## config.mk

```make
export PLATFORM = sky130hd
export DESIGN_NAME = irqb_bank
export DESIGN_NICKNAME = d
export VERILOG_FILES = /design/src/rtl/irqb_pkg.sv /design/src/rtl/irqb_edge.sv /design/src/rtl/irqb_line.sv /design/src/rtl/irqb_summary.sv /design/src/rtl/irqb_bank.sv
export SDC_FILE = /design/constraint.sdc
export NUM_CORES = 1
export LEC_CHECK = 0
export BUFFER_PORTS_ARGS = -buffer_cell sky130_fd_sc_hd__buf_4
export CAP_MARGIN = 40
export CELL_PAD_IN_SITES_DETAIL_PLACEMENT = 1
export CELL_PAD_IN_SITES_GLOBAL_PLACEMENT = 1
export CORE_AREA = 3 3 148 150
export CTS_CLUSTER_SIZE = 30
export DETAILED_ROUTE_END_ITERATION = 12
export DIE_AREA = 0 0 151 153
export PLACE_DENSITY_LB_ADDON = 0.1
export SETUP_SLACK_MARGIN = 0.15
export SYNTH_ARGS = -nofsm -noshare
export SYNTH_HDL_FRONTEND = slang
export SYNTH_SLANG_ARGS = --single-unit
```

## constraint.sdc

```tcl
create_clock -name clk -period 2.8 [get_ports clk]
set_clock_uncertainty 0.1 [all_clocks]
set_input_delay 0.56 -clock clk [delete_from_list [all_inputs] [get_ports clk]]
set_output_delay 0.56 -clock clk [all_outputs]
set_load 0.01 [all_outputs]
```

## src/rtl/irqb_pkg.sv

```systemverilog
package irqb_pkg;
    // register map: control byte, then regions selected by upper address bits
    localparam logic [7:0] ADDR_CTRL = 8'h00;
    localparam logic [3:0] HI_EDGE   = 4'h1;   // 0x10..0x1F
    localparam logic [4:0] HI_ST0    = 5'h04;  // 0x20..0x27
    localparam logic [4:0] HI_MK0    = 5'h05;  // 0x28..0x2F
    localparam logic [4:0] HI_ST1    = 5'h06;  // 0x30..0x37
    localparam logic [4:0] HI_MK1    = 5'h07;  // 0x38..0x3F
    localparam int         LINES     = 2;
    localparam int         SUM_W     = 8;
endpackage

```

## src/rtl/irqb_edge.sv

```systemverilog
module irqb_edge #(
    parameter int N = 12
) (
    input  logic           clk,
    input  logic           rst_n,
    input  logic [N-1:0]   src_i,
    input  logic [2*N-1:0] cfg_i,
    output logic [N-1:0]   hit_o
);
    typedef struct packed {
        logic [N-1:0] s1;
        logic [N-1:0] s2;
        logic [N-1:0] prev;
    } edge_state_t;

    edge_state_t st_d, st_q;
    logic [N-1:0] rise_en, fall_en;

    for (genvar i = 0; i < N; i++) begin : g_cfg
        assign rise_en[i] = cfg_i[2*i+1];
        assign fall_en[i] = cfg_i[2*i];
    end

    always_comb begin
        st_d      = st_q;
        st_d.s1   = src_i;
        st_d.s2   = st_q.s1;
        st_d.prev = st_q.s2;
        hit_o     = (st_q.s2 & ~st_q.prev & rise_en) |
                    (~st_q.s2 & st_q.prev & fall_en);
    end

    always_ff @(posedge clk or negedge rst_n) begin
        if (!rst_n) st_q <= '0;
        else        st_q <= st_d;
    end
endmodule

```

## src/rtl/irqb_line.sv

```systemverilog
module irqb_line #(
    parameter int N  = 12,
    parameter int SB = (N + 7) / 8
) (
    input  logic         clk,
    input  logic         rst_n,
    input  logic [N-1:0] hit_i,
    input  logic         cor_i,
    input  logic         sel_stat_i,
    input  logic         sel_mask_i,
    input  logic [2:0]   byte_i,
    input  logic         rd_en_i,
    input  logic         wr_en_i,
    input  logic [7:0]   wr_data_i,
    output logic [N-1:0] status_o,
    output logic [N-1:0] mask_o,
    output logic         req_o
);
    typedef struct packed {
        logic [N-1:0] status;
        logic [N-1:0] pend;
        logic [N-1:0] mask;
    } line_state_t;

    line_state_t ln_d, ln_q;
    logic [SB*8-1:0] clr_pad, mask_pad;
    logic [N-1:0]    clr;

    always_comb begin
        clr_pad = '0;
        if (sel_stat_i) begin
            if (cor_i && rd_en_i)
                clr_pad[int'(byte_i)*8 +: 8] = 8'hFF;
            else if (!cor_i && wr_en_i)
                clr_pad[int'(byte_i)*8 +: 8] = wr_data_i;
        end
        clr = clr_pad[N-1:0] & ln_q.status;

        ln_d        = ln_q;
        // a clear pulls in a buffered event; a fresh edge always wins
        ln_d.status = (ln_q.status & ~clr) | hit_i | (clr & ln_q.pend);
        ln_d.pend   = (~clr & (ln_q.pend | (hit_i & ln_q.status))) |
                      (clr & hit_i & ln_q.pend);

        mask_pad          = '0;
        mask_pad[N-1:0]   = ln_q.mask;
        if (sel_mask_i && wr_en_i)
            mask_pad[int'(byte_i)*8 +: 8] = wr_data_i;
        ln_d.mask = mask_pad[N-1:0];
    end

    always_ff @(posedge clk or negedge rst_n) begin
        if (!rst_n) begin
            ln_q.status <= '0;
            ln_q.pend   <= '0;
            ln_q.mask   <= '1;
        end else begin
            ln_q <= ln_d;
        end
    end

    assign status_o = ln_q.status;
    assign mask_o   = ln_q.mask;
    assign req_o    = |(ln_q.status & ~ln_q.mask);

    // state right after reset release
    p_rst_state_r1: assert property (@(posedge clk) disable iff (!rst_n)
        $past(!rst_n) |-> (ln_q.mask == '1 && ln_q.status == '0));
    // a status bit only rises after an edge was seen on that source
    p_no_spurious_set_r2: assert property (@(posedge clk) disable iff (!rst_n)
        1'b1 |-> ((ln_q.status & ~$past(ln_q.status) & ~$past(hit_i)) == '0));
    // an edge coinciding with a clear leaves the bit set
    p_edge_wins_r9: assert property (@(posedge clk) disable iff (!rst_n)
        1'b1 |-> (($past(hit_i & clr) & ~ln_q.status) == '0));
    // mask only moves on a mask write
    p_mask_hold_r5: assert property (@(posedge clk) disable iff (!rst_n)
        !(sel_mask_i && wr_en_i) |=> $stable(ln_q.mask));
endmodule

```

## src/rtl/irqb_summary.sv

```systemverilog
module irqb_summary #(
    parameter int         SLOT      = 2,
    parameter logic [7:0] SLOT_USED = 8'h3F
) (
    input  logic       own0_i,
    input  logic       own1_i,
    input  logic [7:0] peer0_i,
    input  logic [7:0] peer1_i,
    output logic [7:0] sum0_o,
    output logic [7:0] sum1_o
);
    logic unused_peer;
    assign unused_peer = ^{peer0_i, peer1_i};

    for (genvar n = 0; n < irqb_pkg::SUM_W; n++) begin : g_slot
        if (!SLOT_USED[n]) begin : g_off
            assign sum0_o[n] = 1'b0;
            assign sum1_o[n] = 1'b0;
        end else if (n == SLOT) begin : g_own
            assign sum0_o[n] = own0_i;
            assign sum1_o[n] = own1_i;
        end else begin : g_peer
            assign sum0_o[n] = peer0_i[n];
            assign sum1_o[n] = peer1_i[n];
        end
    end
endmodule

```

## src/rtl/irqb_bank.sv

```systemverilog
module irqb_bank #(
    parameter int         N         = 12,
    parameter int         SLOT      = 2,
    parameter logic [7:0] SLOT_USED = 8'h3F
) (
    input  logic         clk,
    input  logic         rst_n,
    input  logic [N-1:0] src,
    input  logic [7:0]   addr,
    input  logic         wr_en,
    input  logic [7:0]   wr_data,
    input  logic         rd_en,
    output logic [7:0]   rd_data,
    output logic         irq0_n,
    output logic         irq1_n,
    input  logic [7:0]   peer_req0,
    input  logic [7:0]   peer_req1,
    output logic [7:0]   summary0,
    output logic [7:0]   summary1
);
    import irqb_pkg::*;

    localparam int SB = (N + 7) / 8;
    localparam int EB = (2 * N + 7) / 8;

    typedef struct packed {
        logic           cor;
        logic [2*N-1:0] cfg;
    } bank_state_t;

    bank_state_t bk_d, bk_q;

    logic [N-1:0]    hit;
    logic [N-1:0]    st   [LINES];
    logic [N-1:0]    mk   [LINES];
    logic [SB*8-1:0] st_pad [LINES];
    logic [SB*8-1:0] mk_pad [LINES];
    logic [LINES-1:0] req, sel_st, sel_mk;
    logic [EB*8-1:0] cfg_pad, cfg_wr;
    logic            sel_ctrl, sel_edge, sel_any;
    logic [2:0]      lbyte;

    // ---------------- address decode ----------------
    always_comb begin
        lbyte     = addr[2:0];
        sel_ctrl  = (addr == ADDR_CTRL);
        sel_edge  = (addr[7:4] == HI_EDGE) && (int'(addr[3:0]) < EB);
        sel_st[0] = (addr[7:3] == HI_ST0) && (int'(lbyte) < SB);
        sel_mk[0] = (addr[7:3] == HI_MK0) && (int'(lbyte) < SB);
        sel_st[1] = (addr[7:3] == HI_ST1) && (int'(lbyte) < SB);
        sel_mk[1] = (addr[7:3] == HI_MK1) && (int'(lbyte) < SB);
        sel_any   = sel_ctrl | sel_edge | (|sel_st) | (|sel_mk);
    end

    // ---------------- shared configuration ----------------
    always_comb begin
        cfg_pad            = '0;
        cfg_pad[2*N-1:0]   = bk_q.cfg;
        cfg_wr             = cfg_pad;
        cfg_wr[int'(addr[3:0])*8 +: 8] = wr_data;

        bk_d = bk_q;
        if (wr_en && sel_ctrl) bk_d.cor = wr_data[0];
        if (wr_en && sel_edge) bk_d.cfg = cfg_wr[2*N-1:0];
    end

    always_ff @(posedge clk or negedge rst_n) begin
        if (!rst_n) bk_q <= '0;
        else        bk_q <= bk_d;
    end

    // ---------------- datapath ----------------
    irqb_edge #(.N(N)) u_edge (
        .clk   (clk),
        .rst_n (rst_n),
        .src_i (src),
        .cfg_i (bk_q.cfg),
        .hit_o (hit)
    );

    for (genvar l = 0; l < LINES; l++) begin : g_line
        irqb_line #(.N(N), .SB(SB)) u_line (
            .clk        (clk),
            .rst_n      (rst_n),
            .hit_i      (hit),
            .cor_i      (bk_q.cor),
            .sel_stat_i (sel_st[l]),
            .sel_mask_i (sel_mk[l]),
            .byte_i     (lbyte),
            .rd_en_i    (rd_en),
            .wr_en_i    (wr_en),
            .wr_data_i  (wr_data),
            .status_o   (st[l]),
            .mask_o     (mk[l]),
            .req_o      (req[l])
        );

        always_comb begin
            st_pad[l]          = '0;
            st_pad[l][N-1:0]   = st[l];
            mk_pad[l]          = '0;
            mk_pad[l][N-1:0]   = mk[l];
        end
    end

    assign irq0_n = ~req[0];
    assign irq1_n = ~req[1];

    irqb_summary #(.SLOT(SLOT), .SLOT_USED(SLOT_USED)) u_sum (
        .own0_i  (req[0]),
        .own1_i  (req[1]),
        .peer0_i (peer_req0),
        .peer1_i (peer_req1),
        .sum0_o  (summary0),
        .sum1_o  (summary1)
    );

    // ---------------- read mux ----------------
    always_comb begin
        rd_data = '0;
        if (sel_ctrl)       rd_data = {7'b0, bk_q.cor};
        else if (sel_edge)  rd_data = cfg_pad[int'(addr[3:0])*8 +: 8];
        else if (sel_st[0]) rd_data = st_pad[0][int'(lbyte)*8 +: 8];
        else if (sel_mk[0]) rd_data = mk_pad[0][int'(lbyte)*8 +: 8];
        else if (sel_st[1]) rd_data = st_pad[1][int'(lbyte)*8 +: 8];
        else if (sel_mk[1]) rd_data = mk_pad[1][int'(lbyte)*8 +: 8];
    end

    // edge selection only changes on a write to its region
    p_cfg_hold_r2: assert property (@(posedge clk) disable iff (!rst_n)
        !(wr_en && sel_edge) |=> $stable(bk_q.cfg));
    // acknowledge mode only changes on a control write
    p_cor_hold_r6: assert property (@(posedge clk) disable iff (!rst_n)
        !(wr_en && sel_ctrl) |=> $stable(bk_q.cor));
    // unmapped reads return zero
    p_unmapped_rd_r10: assert property (@(posedge clk) disable iff (!rst_n)
        (rd_en && !sel_any) |-> (rd_data == 8'h00));
endmodule

```

* Word level (Yosys, flattened, before mapping) *
Cells that the tools add are included.

operators by class
  add/subtract/negate cells = 2
  magnitude comparators = 2
  eq/ne operators = 5
  shifts and indexed selects = 10
  muxes and demuxes = 13
  bitwise operators = 39
  reduce and logical (&&, ||, !) cells = 15

operators with widths
  kind                      number
  $and 12x12->12            22
  $or 12x12->12             9
  $not 12->12               6
  $shiftx 16x7->8           4
  $mux 12                   4
  $mux 8                    6
  $neg 6->33                1
  $neg 7->33                1
  $shift 8x33->16 const A   1
  $shift 8x33->24 const A   1
  $shiftx 8x33->12 const A  1
  $shiftx 8x33->16          1
  $shiftx 8x33->24          1
  $bwmux 16                 2
  $bwmux 24                 1
  $reduce_or 12->1          2
  $shiftx 24x8->8           1
  $eq 5x3->1 const B        4
  $logic_and 1x1->1         11
  $logic_not 8->1           1
  $eq 4x1->1 const B        1
  $lt 4x2->1 const B        1
  $lt 3x2->1 const B        1
  $not 1->1                 2
  $logic_not 1->1           1

word-level totals
  register bits = 133
  bits of input ports = 48
  output and inout port bits = 26
  word-level logic and storage cells = 97

* Longest topological paths before layout *
  depth after elaboration = 11
  mapped depth = 10
  depth with buffers taken out = 8

* By module *
From an unflattened synthesis, not the netlist that was laid out.

unflattened totals
  cells, all modules = 698
  area total of the unflattened synthesis = 7360.8 µm²

modules (own cells, without submodules)
  module                         instances  cells each  area each (µm²)  seq. area each (µm²)
  irqb_line at g_line[0].u_line  1          220         2149.6           915.9
  irqb_line at g_line[1].u_line  1          206         2026.9           915.9
  irqb_bank                      1          183         1919.3           625.6
  irqb_edge                      1          72          1141.1           900.9
  irqb_summary                   1          17          123.9            0.0

* Worst setup path before layout *
OpenSTA, ideal clock, no wires.

  kind = input to register
  start = input addr[0]
  end = register bk_q (netlist bit cfg_pad[4])
  setup time = 0.125 ns
  arrival = 2.715 ns
  required time = 2.575 ns
  path slack = -0.140 ns
  stages on the path = 9
  path buffers = 1
  path through = buf_2 -> inv_1 -> ha_1 -> inv_1 -> ha_1 -> nor4_2 -> nand4b_1 -> nor2_2 -> mux2_2

on the way
  cells in the longest elaborated chain, start to end = 3
  elaborated cells on any way between the ends = 7
  those cells by class = add/sub: 1; order compare: 1; shift: 2; mux: 1; reduce/logical: 2

ends and longest elaborated chain
  what                                                   line                              source
  start, declared                                        irqb_bank.sv:9                    input logic [7:0] addr,
  $neg 7->33 / $lt 4x2->1 (equally long branches)        irqb_bank.sv:60, irqb_bank.sv:47
  $shiftx 8x33->24 (tied with other cells)               irqb_bank.sv:60                   cfg_wr[int'(addr[3:0])*8 +: 8] = wr_data;
  $bwmux 24 / $logic_and 1x1->1 (equally long branches)  irqb_bank.sv:60, irqb_bank.sv:64
  end signal, assigned                                   irqb_bank.sv:69                   else bk_q <= bk_d;
  end, declared                                          irqb_bank.sv:31                   bank_state_t bk_d, bk_q;

Parallel ways exist; a longest one is shown, timed or not.
A chain may end at the register's enable or synchronous reset.

* Worst setup path in the final report *
  start = input addr[2]
  end = output rd_data[5]

on the way
  cells in the longest elaborated chain, start to end = 8
  elaborated cells on any way between the ends = 19
  those cells by class = order compare: 2; shift: 5; mux: 6; reduce/logical: 6

ends and longest elaborated chain
  what                                                                     line              source
  parallel branches: the longest is 7 deep, another holds $shiftx 16x7->8  --
  $mux 8 *                                                                 irqb_bank.sv:121  if (sel_ctrl) rd_data = {7'b0, bk_q.cor};
  end, declared                                                            irqb_bank.sv:13   output logic [7:0] rd_data,

Mark *: on every way between the ends.

==> metrics.cfg <==
[pwr]
fin_total_pwr_mw=4.66
power_density_nw_per_um2=548
vdd_drop_max_v=0.000367
power.leakage_nw=3.53

[global_route]
grt_pass1_vias=5805
grt-ovfl-total=0
grt_pass1_wl_mm=33.7
grt_max_degree=70
antenna_found_initial=0
grtUsageTotal=0.195

[final_layout]
nets=763
antennaDiodeCount=0
final_common_cell=dfrtp_1
n_fill_cell=2292
mostFrequentLayoutCells=dfrtp_1 (109), buf_4 (80), o21ai_0 (51), inv_1 (47), nand2_1 (40)
seqCellArea_um2=3360
final_layout_size_suffix_gt1_frac=0.325
area_delta_synth_final_pct=29.7
multi_input_comb_area_um2=3120
utilization=0.408

[placement]
place_hpwl_mm=16.4
place.gp.congestion=0.846
portBuffers=43

[floorplan]
die_area_um2=23100
coreArea_um2=20800
die-height_um=153
io_pins=74
start_util=0.315
fp.dieW_um=151
num_rows=53

[min_path]
min_to=u_edge.st_d[13]
min_from=src[1]
hold_path.class=in2reg
hold_path_depth=1

[yosys]
synth_edf_count=0
yosys_warnings=0
netlist_area_um2=6550
syn_avg_cell_area_um2=10.5
ys_ff_latch=133
synthCells=624
synthArstFlopShare=1.00
ys.flop_type=dfrtp_1
seq_area_frac_synth=0.513
synth_cell_type_count=53

[setup_path]
crit_fanout=4
cp_data_arrival_time_ps=2200
cp-start-kind=input pin
crit_type=in2out
critPathMostFrequentCell=buf_6
reg2reg_slack_ps=730
r2r-start=bk_q[24]
rr_worst_depth=5
cp-end-kind=output port
crit_start=addr[2]
slowest_delay_ps=580
crit_chain=buf_6 -> or4b_4 -> or3_4 -> buf_4 -> o32ai_4 -> buf_6
cp_slowest_cell=or4b_4
worst_ep_required_time_ps=2140
r2r_end=g_line[1].u_line.ln_q[22]

[clocking]
ctsLongestPathBuffers=2
cts_buffers=17
h-tree-depth=4
clock_latency_ps=430
cts_tree=built
cts.clk_slew.worst_paths_ps=60
cts_num_sinks=133
ctsRootBufferMaster=clkbuf_16

[route]
wire_per_inst_um=21.9
wl_met2_mm=11.1
drt_wl_total_mm=21.8
drt_iter0_markers=249
drc=0
wl_met3_um=948
num_vias=5258
via_per_inst=5.27
firstDrtPassIters=4
ant_nets=0
routed.top_layer=met4
wirelength_met1_mm=9.41

[timing]
tightest_slew_ps=965
finalMaxSlewViolations=0
finalHoldViolCount=0
rsz0062_at_grt=yes
relSlewSlack=0.350
fmax_ghz=0.349
holdWs_ps=133
worst_slack_ps=-62.7
min_period_ps=2860
finalSetupViolCount=5
setup-tns-final_ps=-178
period_share=1.02

[status]
failed_checks=setup timing
status=finished with violations

[flow_run]
cap_violations=0

metrics by stage:
| stage | instances | worst slack, ps | area [µm²] |
|---|---|---|---|
| 5_1_grt | 998 | -83.5 | 8500 |
| 3_5_place_dp | 961 | -397 | 7500 |
| 4_1_cts | 995 | -89.2 | 8320 |
| 2_1_floorplan | 627 | 159 | 6600 |
| 6_report | 998 | -62.7 | 8500 |
| 3_3_place_gp | 961 | -386 | 7500 |
registers in the layout, summed over array words and instances (netlist names):
name                    count
cfg_pad                    24
g_line.u_line.ln_q         24
g_line.u_line.mask_o       24
g_line.u_line.status_o     24
u_edge.st_d                24
u_edge.st_q                12
bk_q                        1
repair_timing:
action	CTS	global route
gates cloned	0	1
buffers inserted	2	2
hold endpoints to repair	32	0
setup endpoints to repair	8	8
hold buffers	1	0
pin swaps	8	5
gates resized for setup	35	24
how the worst max path moves through the flow:
stage	endpoint	slack [ps]	cells past startpoint
2_1_floorplan	rd_data[0]	160	5
3_3_place_gp	rd_data[0]	-390	7
3_5_place_dp	rd_data[0]	-400	7
4_1_cts	rd_data[4]	-90	6
5_1_grt	rd_data[5]	-80	6
6_report	rd_data[5]	-60	6
cells in the mapped netlist, types with 4 or more instances:
cell type,n,area share
a2111oi_0,7,0.0094
a211oi_1,7,0.0080
a21oi_1,18,0.014
a22oi_1,9,0.010
a31oi_1,15,0.014
and2_1,14,0.013
buf_2,5,0.0038
buf_4,17,0.019
clkbuf_1,14,0.0080
dfrtp_1,109,0.42
dfstp_2,24,0.096
ha_1,4,0.0076
inv_1,48,0.027
mux2_2,36,0.062
mux2i_1,25,0.038
nand2_1,41,0.023
nand3_1,19,0.015
nand3b_1,10,0.011
nor2_1,31,0.018
nor3_1,25,0.019
o211ai_1,12,0.014
o21ai_0,51,0.039
o21bai_1,15,0.017
o22ai_1,15,0.014
o2bb2ai_1,4,0.0053
o31ai_1,8,0.0092
o32ai_1,4,0.0053
area by class of cell:
type                            instances  share of cell area
Clock inverter                         13              0.0202
Tap cell                              275              0.0405
Timing Repair Buffer                  101               0.106
Inverter                               48              0.0212
Sequential cell                       133               0.395
Clock buffer                           18              0.0505
Multi-Input combinational cell        410               0.367
worst max-delay path: cells and delay by family:
family          cells  cell delay, ps
compound gates      1             230
simple gates        2            1020
buf+inv             3             390
layer usage:
| layer | vias up | track usage |
|---|---|---|
| met5 | - | 0 |
| met4 | 0 | 0.0561 |
| met3 | 28 | 0.0433 |
| met2 | 85 | 0.327 |
| met1 | 2717 | 0.250 |
| li1 | 2428 | - |
power breakdown:
| group | leakage (nW) | switching [mW] | internal [mW] | total [mW] |
|---|---|---|---|---|
| Sequential | 1.42 | 0.0172 | 1.96 | 1.97 |
| Combinational | 1.82 | 0.211 | 0.130 | 0.341 |
| Clock | 0.289 | 0.933 | 1.41 | 2.35 |
cell families after synthesis:
family / Yosys count / share of synthesized area
buffers and inverters: 84 / 0.0588
other: 1 / 0.000572
flip-flops: 133 / 0.513
adder cells (fa/ha/maj): 4 / 0.00764
AND/OR/NAND/NOR: 166 / 0.141
multiplexers: 65 / 0.112
AO/OA/AOI/OAI: 171 / 0.168
No activity file was read; power rests on OpenSTA's default activity.
